===== src/rtl/rmp_pkg.sv =====
package rmp_pkg;
  // Number of flops in each pad synchronizer chain
  localparam int unsigned SYNC_STAGES = 2;
  // Pads handled by the shared synchronizer
  localparam int unsigned PAD_COUNT   = 2;
  localparam int unsigned PAD_A       = 0;
  localparam int unsigned PAD_B       = 1;

  typedef struct packed {
    logic rst_fn;   // pad A acts as reset input
    logic dbg_fn;   // pad B acts as debug/mode-select
  } pin_sel_t;
endpackage


===== src/rtl/rmp_sync.sv =====
module rmp_sync #(
  parameter int unsigned WIDTH   = 2,
  parameter int unsigned STAGES  = 2,
  parameter logic [WIDTH-1:0] RST_VAL = '1
) (
  input  logic             clk,
  input  logic             por_n,
  input  logic [WIDTH-1:0] din,
  output logic [WIDTH-1:0] dout
);
  logic [WIDTH-1:0] stg [STAGES];

  generate
    for (genvar s = 0; s < STAGES; s++) begin : g_stage
      if (s == 0) begin : g_first
        always_ff @(posedge clk or negedge por_n) begin
          if (!por_n) stg[s] <= RST_VAL;
          else        stg[s] <= din;
        end
      end else begin : g_next
        always_ff @(posedge clk or negedge por_n) begin
          if (!por_n) stg[s] <= RST_VAL;
          else        stg[s] <= stg[s-1];
        end
      end
    end
  endgenerate

  assign dout = stg[STAGES-1];
endmodule


===== src/rtl/rmp_mode_ctl.sv =====
module rmp_mode_ctl (
  input  logic clk,
  input  logic por_n,
  input  logic int_rst_n,
  input  logic force_rst_req,
  input  logic ms_level,      // synchronised pad B
  input  logic bg_cmd,
  input  logic bg_insn,
  input  logic bkpt_hit,
  input  logic dbg_go,
  output logic release_evt,   // first cycle int_rst_n seen high
  output logic por_dbg_entry, // release after POR with pad B low
  output logic dbg_mode
);
  logic rel_q;       // int_rst_n seen on previous edge
  logic armed_q;     // mode sampling enabled for next release
  logic por_pend_q;  // no release since power-on
  logic mode_q;
  logic entry;

  assign release_evt   = int_rst_n & ~rel_q;
  assign entry         = bg_cmd | bg_insn | bkpt_hit;
  assign por_dbg_entry = release_evt & por_pend_q & ~ms_level;

  always_ff @(posedge clk or negedge por_n) begin
    if (!por_n) begin
      rel_q      <= 1'b0;
      armed_q    <= 1'b1;
      por_pend_q <= 1'b1;
    end else begin
      rel_q <= int_rst_n;
      if (force_rst_req)    armed_q <= 1'b1;
      else if (release_evt) armed_q <= 1'b0;
      if (release_evt)      por_pend_q <= 1'b0;
    end
  end

  always_ff @(posedge clk or negedge por_n) begin
    if (!por_n)           mode_q <= 1'b0;
    else if (!int_rst_n)  mode_q <= 1'b0;
    else if (release_evt) mode_q <= armed_q & ~ms_level;
    else if (entry)       mode_q <= 1'b1;
    else if (dbg_go)      mode_q <= 1'b0;
  end

  assign dbg_mode = mode_q;

  AST_RUN_AFTER_OTHER_RST: assert property (@(posedge clk) disable iff (!por_n)
    (release_evt && !armed_q) |=> !dbg_mode) else $error("run mode expected");

  AST_ENTRY_SETS_MODE: assert property (@(posedge clk) disable iff (!por_n)
    (int_rst_n && rel_q && entry) |=> dbg_mode) else $error("entry lost");

  AST_RST_CLEARS_MODE: assert property (@(posedge clk) disable iff (!por_n)
    (!int_rst_n) |=> (!dbg_mode || $past(release_evt) == 1'b0 && int_rst_n && rel_q == 1'b0)) else $error("mode during reset");
endmodule


===== src/rtl/rmp_pin_en.sv =====
module rmp_pin_en (
  input  logic clk,
  input  logic por_n,
  input  logic int_rst_n,
  input  logic por_dbg_entry,
  input  logic wr_en,
  input  logic wr_rst_pin_en,
  input  logic wr_dbg_pin_en,
  input  logic gp_pull_a,
  input  logic gp_pull_b,
  output rmp_pkg::pin_sel_t sel,
  output logic pull_a_en,
  output logic pull_b_en
);
  logic rst_fn_q;
  logic dbg_fn_q;
  logic wr_ok;

  assign wr_ok = wr_en & int_rst_n;

  // Sticky reset-function enable: only power-on clears it
  always_ff @(posedge clk or negedge por_n) begin
    if (!por_n)                              rst_fn_q <= 1'b0;
    else if (por_dbg_entry)                  rst_fn_q <= 1'b1;
    else if (wr_ok && wr_rst_pin_en)         rst_fn_q <= 1'b1;
  end

  // Debug-function enable: re-armed by any reset
  always_ff @(posedge clk or negedge por_n) begin
    if (!por_n)          dbg_fn_q <= 1'b1;
    else if (!int_rst_n) dbg_fn_q <= 1'b1;
    else if (wr_ok)      dbg_fn_q <= wr_dbg_pin_en;
  end

  assign sel.rst_fn = rst_fn_q;
  assign sel.dbg_fn = dbg_fn_q;
  assign pull_a_en  = rst_fn_q | gp_pull_a;
  assign pull_b_en  = dbg_fn_q | gp_pull_b;

  AST_RST_FN_STICKY: assert property (@(posedge clk) disable iff (!por_n)
    rst_fn_q |=> rst_fn_q) else $error("reset enable cleared");

  AST_DBG_FN_IN_RST: assert property (@(posedge clk) disable iff (!por_n)
    (!int_rst_n) |=> dbg_fn_q) else $error("debug enable not forced");

  AST_WR_IGNORED_IN_RST: assert property (@(posedge clk) disable iff (!por_n)
    (!int_rst_n && !por_dbg_entry) |=> $stable(rst_fn_q)) else $error("write in reset");
endmodule


===== src/rtl/rmp_top.sv =====
module rmp_top (
  input  logic clk,
  input  logic por_n,
  input  logic int_rst_n,
  input  logic force_rst_req,
  input  logic pad_a_in,
  input  logic pad_b_in,
  input  logic wr_en,
  input  logic wr_rst_pin_en,
  input  logic wr_dbg_pin_en,
  input  logic gp_pull_a,
  input  logic gp_pull_b,
  input  logic bg_cmd,
  input  logic bg_insn,
  input  logic bkpt_hit,
  input  logic dbg_go,
  output logic rst_req,
  output logic dbg_mode,
  output logic pin_a_rst,
  output logic pin_b_dbg,
  output logic pull_a_en,
  output logic pull_b_en
);
  import rmp_pkg::*;

  logic [PAD_COUNT-1:0] pad_raw;
  logic [PAD_COUNT-1:0] pad_s;
  logic release_evt;
  logic por_dbg_entry;
  pin_sel_t sel;

  assign pad_raw[PAD_A] = pad_a_in;
  assign pad_raw[PAD_B] = pad_b_in;

  rmp_sync #(.WIDTH(PAD_COUNT), .STAGES(SYNC_STAGES), .RST_VAL('1)) u_sync (
    .clk  (clk),
    .por_n(por_n),
    .din  (pad_raw),
    .dout (pad_s)
  );

  rmp_mode_ctl u_mode (
    .clk          (clk),
    .por_n        (por_n),
    .int_rst_n    (int_rst_n),
    .force_rst_req(force_rst_req),
    .ms_level     (pad_s[PAD_B]),
    .bg_cmd       (bg_cmd),
    .bg_insn      (bg_insn),
    .bkpt_hit     (bkpt_hit),
    .dbg_go       (dbg_go),
    .release_evt  (release_evt),
    .por_dbg_entry(por_dbg_entry),
    .dbg_mode     (dbg_mode)
  );

  rmp_pin_en u_pin (
    .clk          (clk),
    .por_n        (por_n),
    .int_rst_n    (int_rst_n),
    .por_dbg_entry(por_dbg_entry),
    .wr_en        (wr_en),
    .wr_rst_pin_en(wr_rst_pin_en),
    .wr_dbg_pin_en(wr_dbg_pin_en),
    .gp_pull_a    (gp_pull_a),
    .gp_pull_b    (gp_pull_b),
    .sel          (sel),
    .pull_a_en    (pull_a_en),
    .pull_b_en    (pull_b_en)
  );

  assign pin_a_rst = sel.rst_fn;
  assign pin_b_dbg = sel.dbg_fn;
  assign rst_req   = (sel.rst_fn & ~pad_s[PAD_A]) | force_rst_req;

  AST_PAD_A_NEEDS_FN: assert property (@(posedge clk) disable iff (!por_n)
    (!pin_a_rst && !force_rst_req) |-> !rst_req) else $error("pad A leaked");

  AST_POR_DBG_ENABLES_RST: assert property (@(posedge clk) disable iff (!por_n)
    por_dbg_entry |=> (pin_a_rst && dbg_mode)) else $error("debug power-on defaults");

  AST_RELEASE_ONCE: assert property (@(posedge clk) disable iff (!por_n)
    release_evt |=> !release_evt) else $error("double release");
endmodule


===== config.mk =====
export PLATFORM = sky130hd
export DESIGN_NAME = rmp_top
export DESIGN_NICKNAME = d
export VERILOG_FILES = /design/src/rtl/rmp_pkg.sv /design/src/rtl/rmp_sync.sv /design/src/rtl/rmp_mode_ctl.sv /design/src/rtl/rmp_pin_en.sv /design/src/rtl/rmp_top.sv
export SDC_FILE = /design/constraint.sdc
export NUM_CORES = 1
export LEC_CHECK = 0
export BUFFER_PORTS_ARGS = -buffer_cell sky130_fd_sc_hd__buf_4
export CAP_MARGIN = 0
export CORE_AREA = 2 2 39 41
export CTS_CLUSTER_SIZE = 40
export DETAILED_ROUTE_END_ITERATION = 12
export DIE_AREA = 0 0 41 43
export GPL_ROUTABILITY_DRIVEN = 0
export SETUP_SLACK_MARGIN = 0.15
export SYNTH_ARGS = -nofsm -noshare
export SYNTH_HDL_FRONTEND = slang
export SYNTH_SLANG_ARGS = --single-unit

===== constraint.sdc =====
create_clock -name clk -period 1.5 [get_ports clk]
set_input_delay 0.075 -clock clk [delete_from_list [all_inputs] [get_ports clk]]
set_output_delay 0.075 -clock clk [all_outputs]
set_load 0.01 [all_outputs]

==> results.ini, run 1 <==
[grt]
antenna_found_initial = 0
grt_max_degree = 11
track_usage_pct = 10.4
grt_pass1_vias = 297
grt_pass1_wl_um = 1180
grt-ovfl-total = 0

[setup_path]
path_cells = or4b_1, o221a_1
critPathBufInv = 0
cp-end-kind = register
crit_family = simple AND/OR/NAND/NOR gates
worst_path_max_delay_cell = or4b_1
cp.arrival_ns = 1.33
crit_fanout = 4
crit_required_ns = 1.65
critPathLaunchType = register
slowest_delay_ns = 0.44
path_class = register to register

[clocking]
cts_setup_buffers = 0
clk_path_buf_depth = 2
path_clk_slew_ns = 0.06
root_buffer = clkbuf_4
htreeDepth = 1
cts_sinks = 10
tritoncts = built
numCtsBuffers = 3
insertion_delay_ns = 0.26

[sta]
slew_headroom_pct = 82.8
min_period_ns = 1.19
finalSetupViolCount = 0
finalCritPeriodShare_pct = 79.2
fin_tns_setup_ns = 0
rsz0062_at_grt = false
hold_viol = 0
worst_clock_skew_ns = 0.00808
tightest_slew_ns = 0.254
max_freq_mhz = 842
slew_violations = 0

[power]
power_w = 0.000550
p_seq_share_pct = 53.5
clock_power_share_pct = 33.7
irDropWorstVdd_mv = 0.433
power.leakage_nw = 0.273
p_per_area_nw_per_um2 = 907
power_frac_comb_pct = 12.7
internal_power_w = 0.000438
switching_power_w = 0.000112
sw_frac_of_total_pct = 20.4

[drt]
vias = 290
wire_per_inst_um = 10.5
ant_nets = 0
drtIter0Drc = 1
drcViolationCount = 0
routed_wl_um = 724
vias_per_cell = 4.20
firstDrtPassIters = 2

[worst_hold_path]
hold_class = input pin to register

[finish]
final_nets = 69
fillCellCount = 135
layout_common_cells = buf_4, dfstp_2, dlygate4sd3_1
final_common_cell = buf_4
drive_gt1_share_pct = 60.4
antenna_cells = 0
area_delta_synth_final_pct = 63.9

[logic_synthesis]
syn_nets = 40
ys.warnings.count = 0
avgSynthCellArea_um2 = 14.8
ys_seq_area_share_pct = 69.9
syn-cell-area_um2 = 370
ys_ff_latch = 10
netlist_instances = 25
synth_cell_types = 14

[floorplan]
die_area_um2 = 1760
core_um2 = 1380
start_util_pct = 26.8
dieHeight_um = 43
die_x_um = 41
ios = 21
fp-row-count = 14

[job]
drv_cap = 0

[run_status]
outcome = complete, no violations

[placed_design]
port_buffers = 20

-- final timing paths --
path | start | to | slack, ns | depth (start not counted)
max reg2reg | u_mode.rel_q$_DFF_PN0_ | u_mode.dbg_mode$_DFFE_PN0P_ | 0.31 | 2
min in group asynchronous | por_n | u_mode.rel_q$_DFF_PN0_ | 0.17 | 2
min reg2reg | u_sync.stg[3]$_DFF_PN1_ | u_sync.dout[1]$_DFF_PN1_ | 0.34 | 0
min | force_rst_req | u_mode.armed_q$_DFFE_PN1P_ | 0.008 | 2
max in group asynchronous | por_n | u_sync.stg[2]$_DFF_PN1_ | 1.10 | 2
max | u_mode.rel_q$_DFF_PN0_ | u_mode.dbg_mode$_DFFE_PN0P_ | 0.31 | 2
-- logic make-up after synthesis --
| group | count (synthesis) | share of synthesized area (%) |
|---|---|---|
| DFF | 10 | 69.9 |
| and+or+nand+nor | 9 | 16.6 |
| AOI/OAI and AO/OA | 4 | 9.80 |
| muxes | 1 | 2.70 |
| buffers and inverters | 1 | 1.01 |
-- synth_stat cells --
cell type	n	area, um2
a311o_1	1	10.0
mux2i_1	1	10.0
nor4bb_1	1	10.0
and2_1	1	6.26
or4b_1	1	10.0
or2_2	2	12.5
o221a_1	1	11.3
nor2b_1	2	12.5
a21o_1	2	15.0
dfrtp_1	3	75.1
dfstp_2	7	184
inv_1	1	3.75
nand2b_1	1	6.26
nand2_1	1	3.75
-- final cells by class --
class                           instances  area (um2)  share of cell area (%)
Clock buffer                            4        26.3                    4.33
Inverter                                1        3.75                   0.619
Multi-Input combinational cell         14         108                    17.7
Sequential cell                        10         259                    42.7
Tap cell                               16        20.0                    3.30
Timing Repair Buffer                   24         190                    31.3
-- layer usage --
metal,share of wire (%),global-route usage (%),vias up
met5,0,0,-
met4,0,8.00,0
met3,7.5,4.71,0
met2,51,14.1,10
met1,41,12.2,138
li1,-,-,142
-- power by group through the flow --
| stage | sequential [W] | combinational, W | clock, W |
|---|---|---|---|
| after floorplan | 0.000300 | 0.0000145 | 0 |
| after global placement | 0.000298 | 0.0000625 | 0 |
| after detailed placement | 0.000299 | 0.0000627 | 0 |
| after CTS | 0.000295 | 0.0000714 | 0.000200 |
| after global routing | 0.000296 | 0.0000767 | 0.000214 |
| final | 0.000295 | 0.0000699 | 0.000186 |
-- what timing repair did --
item,4_1_cts,5_1_grt
gates resized for setup,0,0
hold buffers,4,0
endpoints found under the hold margin,14,0
-- sequential cells by signal (all words and copies together) (netlist names) --
register           flops
u_mode.por_pend_q      1
u_mode.armed_q         1
u_sync.stg             2
u_pin.rst_fn_q         1
u_sync.dout            2
u_pin.dbg_fn_q         1
u_mode.dbg_mode        1
u_mode.rel_q           1
-- through the flow --
stage	area [um2]	hold WS [ns]	instances	setup WS (ns)	util (%)
after floorplan	370	-0.221	25	0.376	-
after global placement	541	-0.0913	61	0.367	39.1
after detailed placement	541	-0.0931	61	0.320	39.1
after CTS	607	0.00116	69	0.294	43.9
after global routing	607	0.00875	69	0.262	43.9
final	607	0.00830	69	0.312	43.9
No activity file was read; power rests on OpenSTA's default activity.
==> inputs of run 2 (changes only) <==
clock period = 1.1 ns   (was 1.5 ns; I/O delays follow)
==> run 2 against run 1 <==
Effect of this change:
- the flow now finishes with violations (setup timing)
- via count increased by 7.2%
- die area unchanged
- critical path depth unchanged
- combinational power increased by 69%
- count of clock-buffer cells in the layout unchanged
- fmax increased by 2.7%
- design area increased by 18%
- clock skew decreased by 0.0061 ns
- sequential share of layout area decreased by 6.6 points
- global-route usage increased by 0.68 points
- worst hold slack improved by 0.014 ns
- critical endpoint unchanged
- largest cell class is now buffers
==> results.ini, run 2 (same netlist as run 1, synthesis figures left out) <==
[finish]
fillCellCount = 124  ; -8.1%
final_nets = 74  ; +7.2%
drive_gt1_share_pct = 70.7  ; +10 points
area_delta_synth_final_pct = 93.6
layout_common_cells = buf_4, buf_6, dfstp_2
antenna_cells = 0  ; unchanged
register_area_um2 = 259  ; unchanged
multi_input_area_um2 = 138  ; +28%
final_common_cell = buf_4
final_core_util_pct = 51.8  ; +8.0 points

[sta]
finalCritPeriodShare_pct = 105  ; +26 points
hold_viol = 0  ; unchanged
worst_clock_skew_ns = 0.00196  ; -0.00612 ns
slew_violations = 0  ; unchanged
tightest_slew_ns = 0.210  ; -0.0443 ns
slew_headroom_pct = 86.0  ; +3.2 points
finalSetupViolCount = 3  ; +3
setup_slack_ns = -0.0562  ; -0.369 ns
holdWs_ns = 0.0222  ; +0.0139 ns
rsz0062_at_grt = true
min_period_ns = 1.16  ; -0.0315 ns
max_freq_mhz = 865  ; +2.7%

[floorplan]
start_util_pct = 26.8  ; unchanged
fp-row-count = 14  ; unchanged
dieHeight_um = 43  ; unchanged
die_x_um = 41  ; unchanged
ios = 21  ; unchanged
core_um2 = 1380  ; unchanged
die_area_um2 = 1760  ; unchanged

[power]
power_frac_comb_pct = 14.1  ; +1.4 points
switching_power_w = 0.000167  ; +49%
internal_power_w = 0.000675  ; +54%
power.leakage_nw = 0.330  ; +21%
sw_frac_of_total_pct = 19.9  ; -0.51 points
p_per_area_nw_per_um2 = 1170  ; +30%
clock_power_share_pct = 38.1  ; +4.4 points
irDropWorstVdd_mv = 1.01  ; +130%
p_seq_share_pct = 47.9  ; -5.6 points

[clocking]
tritoncts = built
htreeDepth = 1  ; unchanged
cts_sinks = 10  ; unchanged
numCtsBuffers = 3  ; unchanged
insertion_delay_ns = 0.26  ; about the same
clk_path_buf_depth = 2  ; unchanged
root_buffer = clkbuf_4
path_clk_slew_ns = 0.06  ; about the same

[grt]
grt-ovfl-total = 0  ; unchanged
track_usage_pct = 11.1  ; +0.68 points
grt_pass1_wl_um = 1250  ; +5.9%
grt_max_degree = 11  ; unchanged
grt_pass1_vias = 317  ; +6.7%
antenna_found_initial = 0  ; unchanged

[drt]
firstDrtPassIters = 1  ; -1
routed_wl_um = 847  ; +17%
vias_per_cell = 4.20  ; about the same
drcViolationCount = 0  ; unchanged
ant_nets = 0  ; unchanged
drtIter0Drc = 0  ; -1
wire_per_inst_um = 11.4  ; +9.1%
vias = 311  ; +7.2%

[placed_design]
port_buffers = 20  ; unchanged
dp_slack_ns = -0.0520  ; -0.372 ns

[worst_hold_path]
hold_class = input pin to register

[setup_path]
crit_required_ns = 1.25  ; -0.40 ns
critPathLaunchType = register
r2r_slack_ns = -0.06  ; -0.37 ns
cp-end-kind = register
path_class = register to register
cp.arrival_ns = 1.31  ; -0.02 ns
crit_fanout = 2  ; -2

[run_status]
violations = setup timing
outcome = finished, violations left

[job]
drv_cap = 0  ; unchanged

## run 2: cell count changes in the layout (fill, tap and decap cells not counted), moves of 2 or more
cell | previous run | this run
buf_6 | 0 | 8
buf_4 | 20 | 16
or2_2 | 2 | 0
or2_4 | 0 | 2
## run 2: critical path: stages, from the launching register on
cell and delay [ns]:
dfrtp_1 0.35, or4b_1 0.45, o221a_1 0.25
## run 2: path summary, 6_finish.rpt
path,to,cells past startpoint,start
worst max-delay path,u_mode.dbg_mode$_DFFE_PN0P_,2,u_mode.rel_q$_DFF_PN0_
worst min-delay path,u_pin.dbg_fn_q$_DFFE_PN1P_,3,wr_dbg_pin_en
worst max register to register,u_mode.dbg_mode$_DFFE_PN0P_,2,u_mode.rel_q$_DFF_PN0_
worst min register to register,u_sync.dout[1]$_DFF_PN1_,0,u_sync.stg[3]$_DFF_PN1_
max in group asynchronous,u_sync.dout[1]$_DFF_PN1_,2,por_n
min in group asynchronous,u_pin.rst_fn_q$_DFFE_PN0P_,2,por_n
## run 2: per-stage QoR
step                setup TNS (ns)  cells  total power, W  instance area [um2]
floorplan                  -0.0236     25        0.000429                  370
global placement          -0.00325     62        0.000495                  548
detailed placement         -0.0520     62        0.000497                  548
CTS                         -0.111     72        0.000851                  676
global route                -0.284     74        0.000892                  717
finish                     -0.0951     74        0.000842                  717
## run 2: cell type report
cell class	count	share of cell area [%]
clock buffers	4	5.06
inverters	1	0.524
flip-flops and latches	10	36.1
well taps	16	2.79
multi-input cells	14	19.2
repair buffers	29	36.3
## run 2: metal layers
layer  routed length [um]  track usage, %  vias up
li1                     -               -      153
met1                  313            12.5      145
met2                  461            15.3       13
met3                   72            8.90        0
met4                    0            4.00        0
met5                    0               0        -
## run 2: what timing repair did
item	in CTS	in global routing
resized for setup	9	6
setup buffers	1	2
hold buffers	5	0
endpoints found under the setup margin	6	9
endpoints found under the hold margin	15	0
pin swaps	3	3
## run 2: power groups by stage
stage	sequential, W	clock [W]	combinational [W]
2_1_floorplan	0.000409	0	0.0000198
3_3_place_gp	0.000406	0	0.0000883
3_5_place_dp	0.000407	0	0.0000896
4_1_cts	0.000402	0.000339	0.000110
5_1_grt	0.000405	0.000358	0.000128
6_report	0.000403	0.000321	0.000118
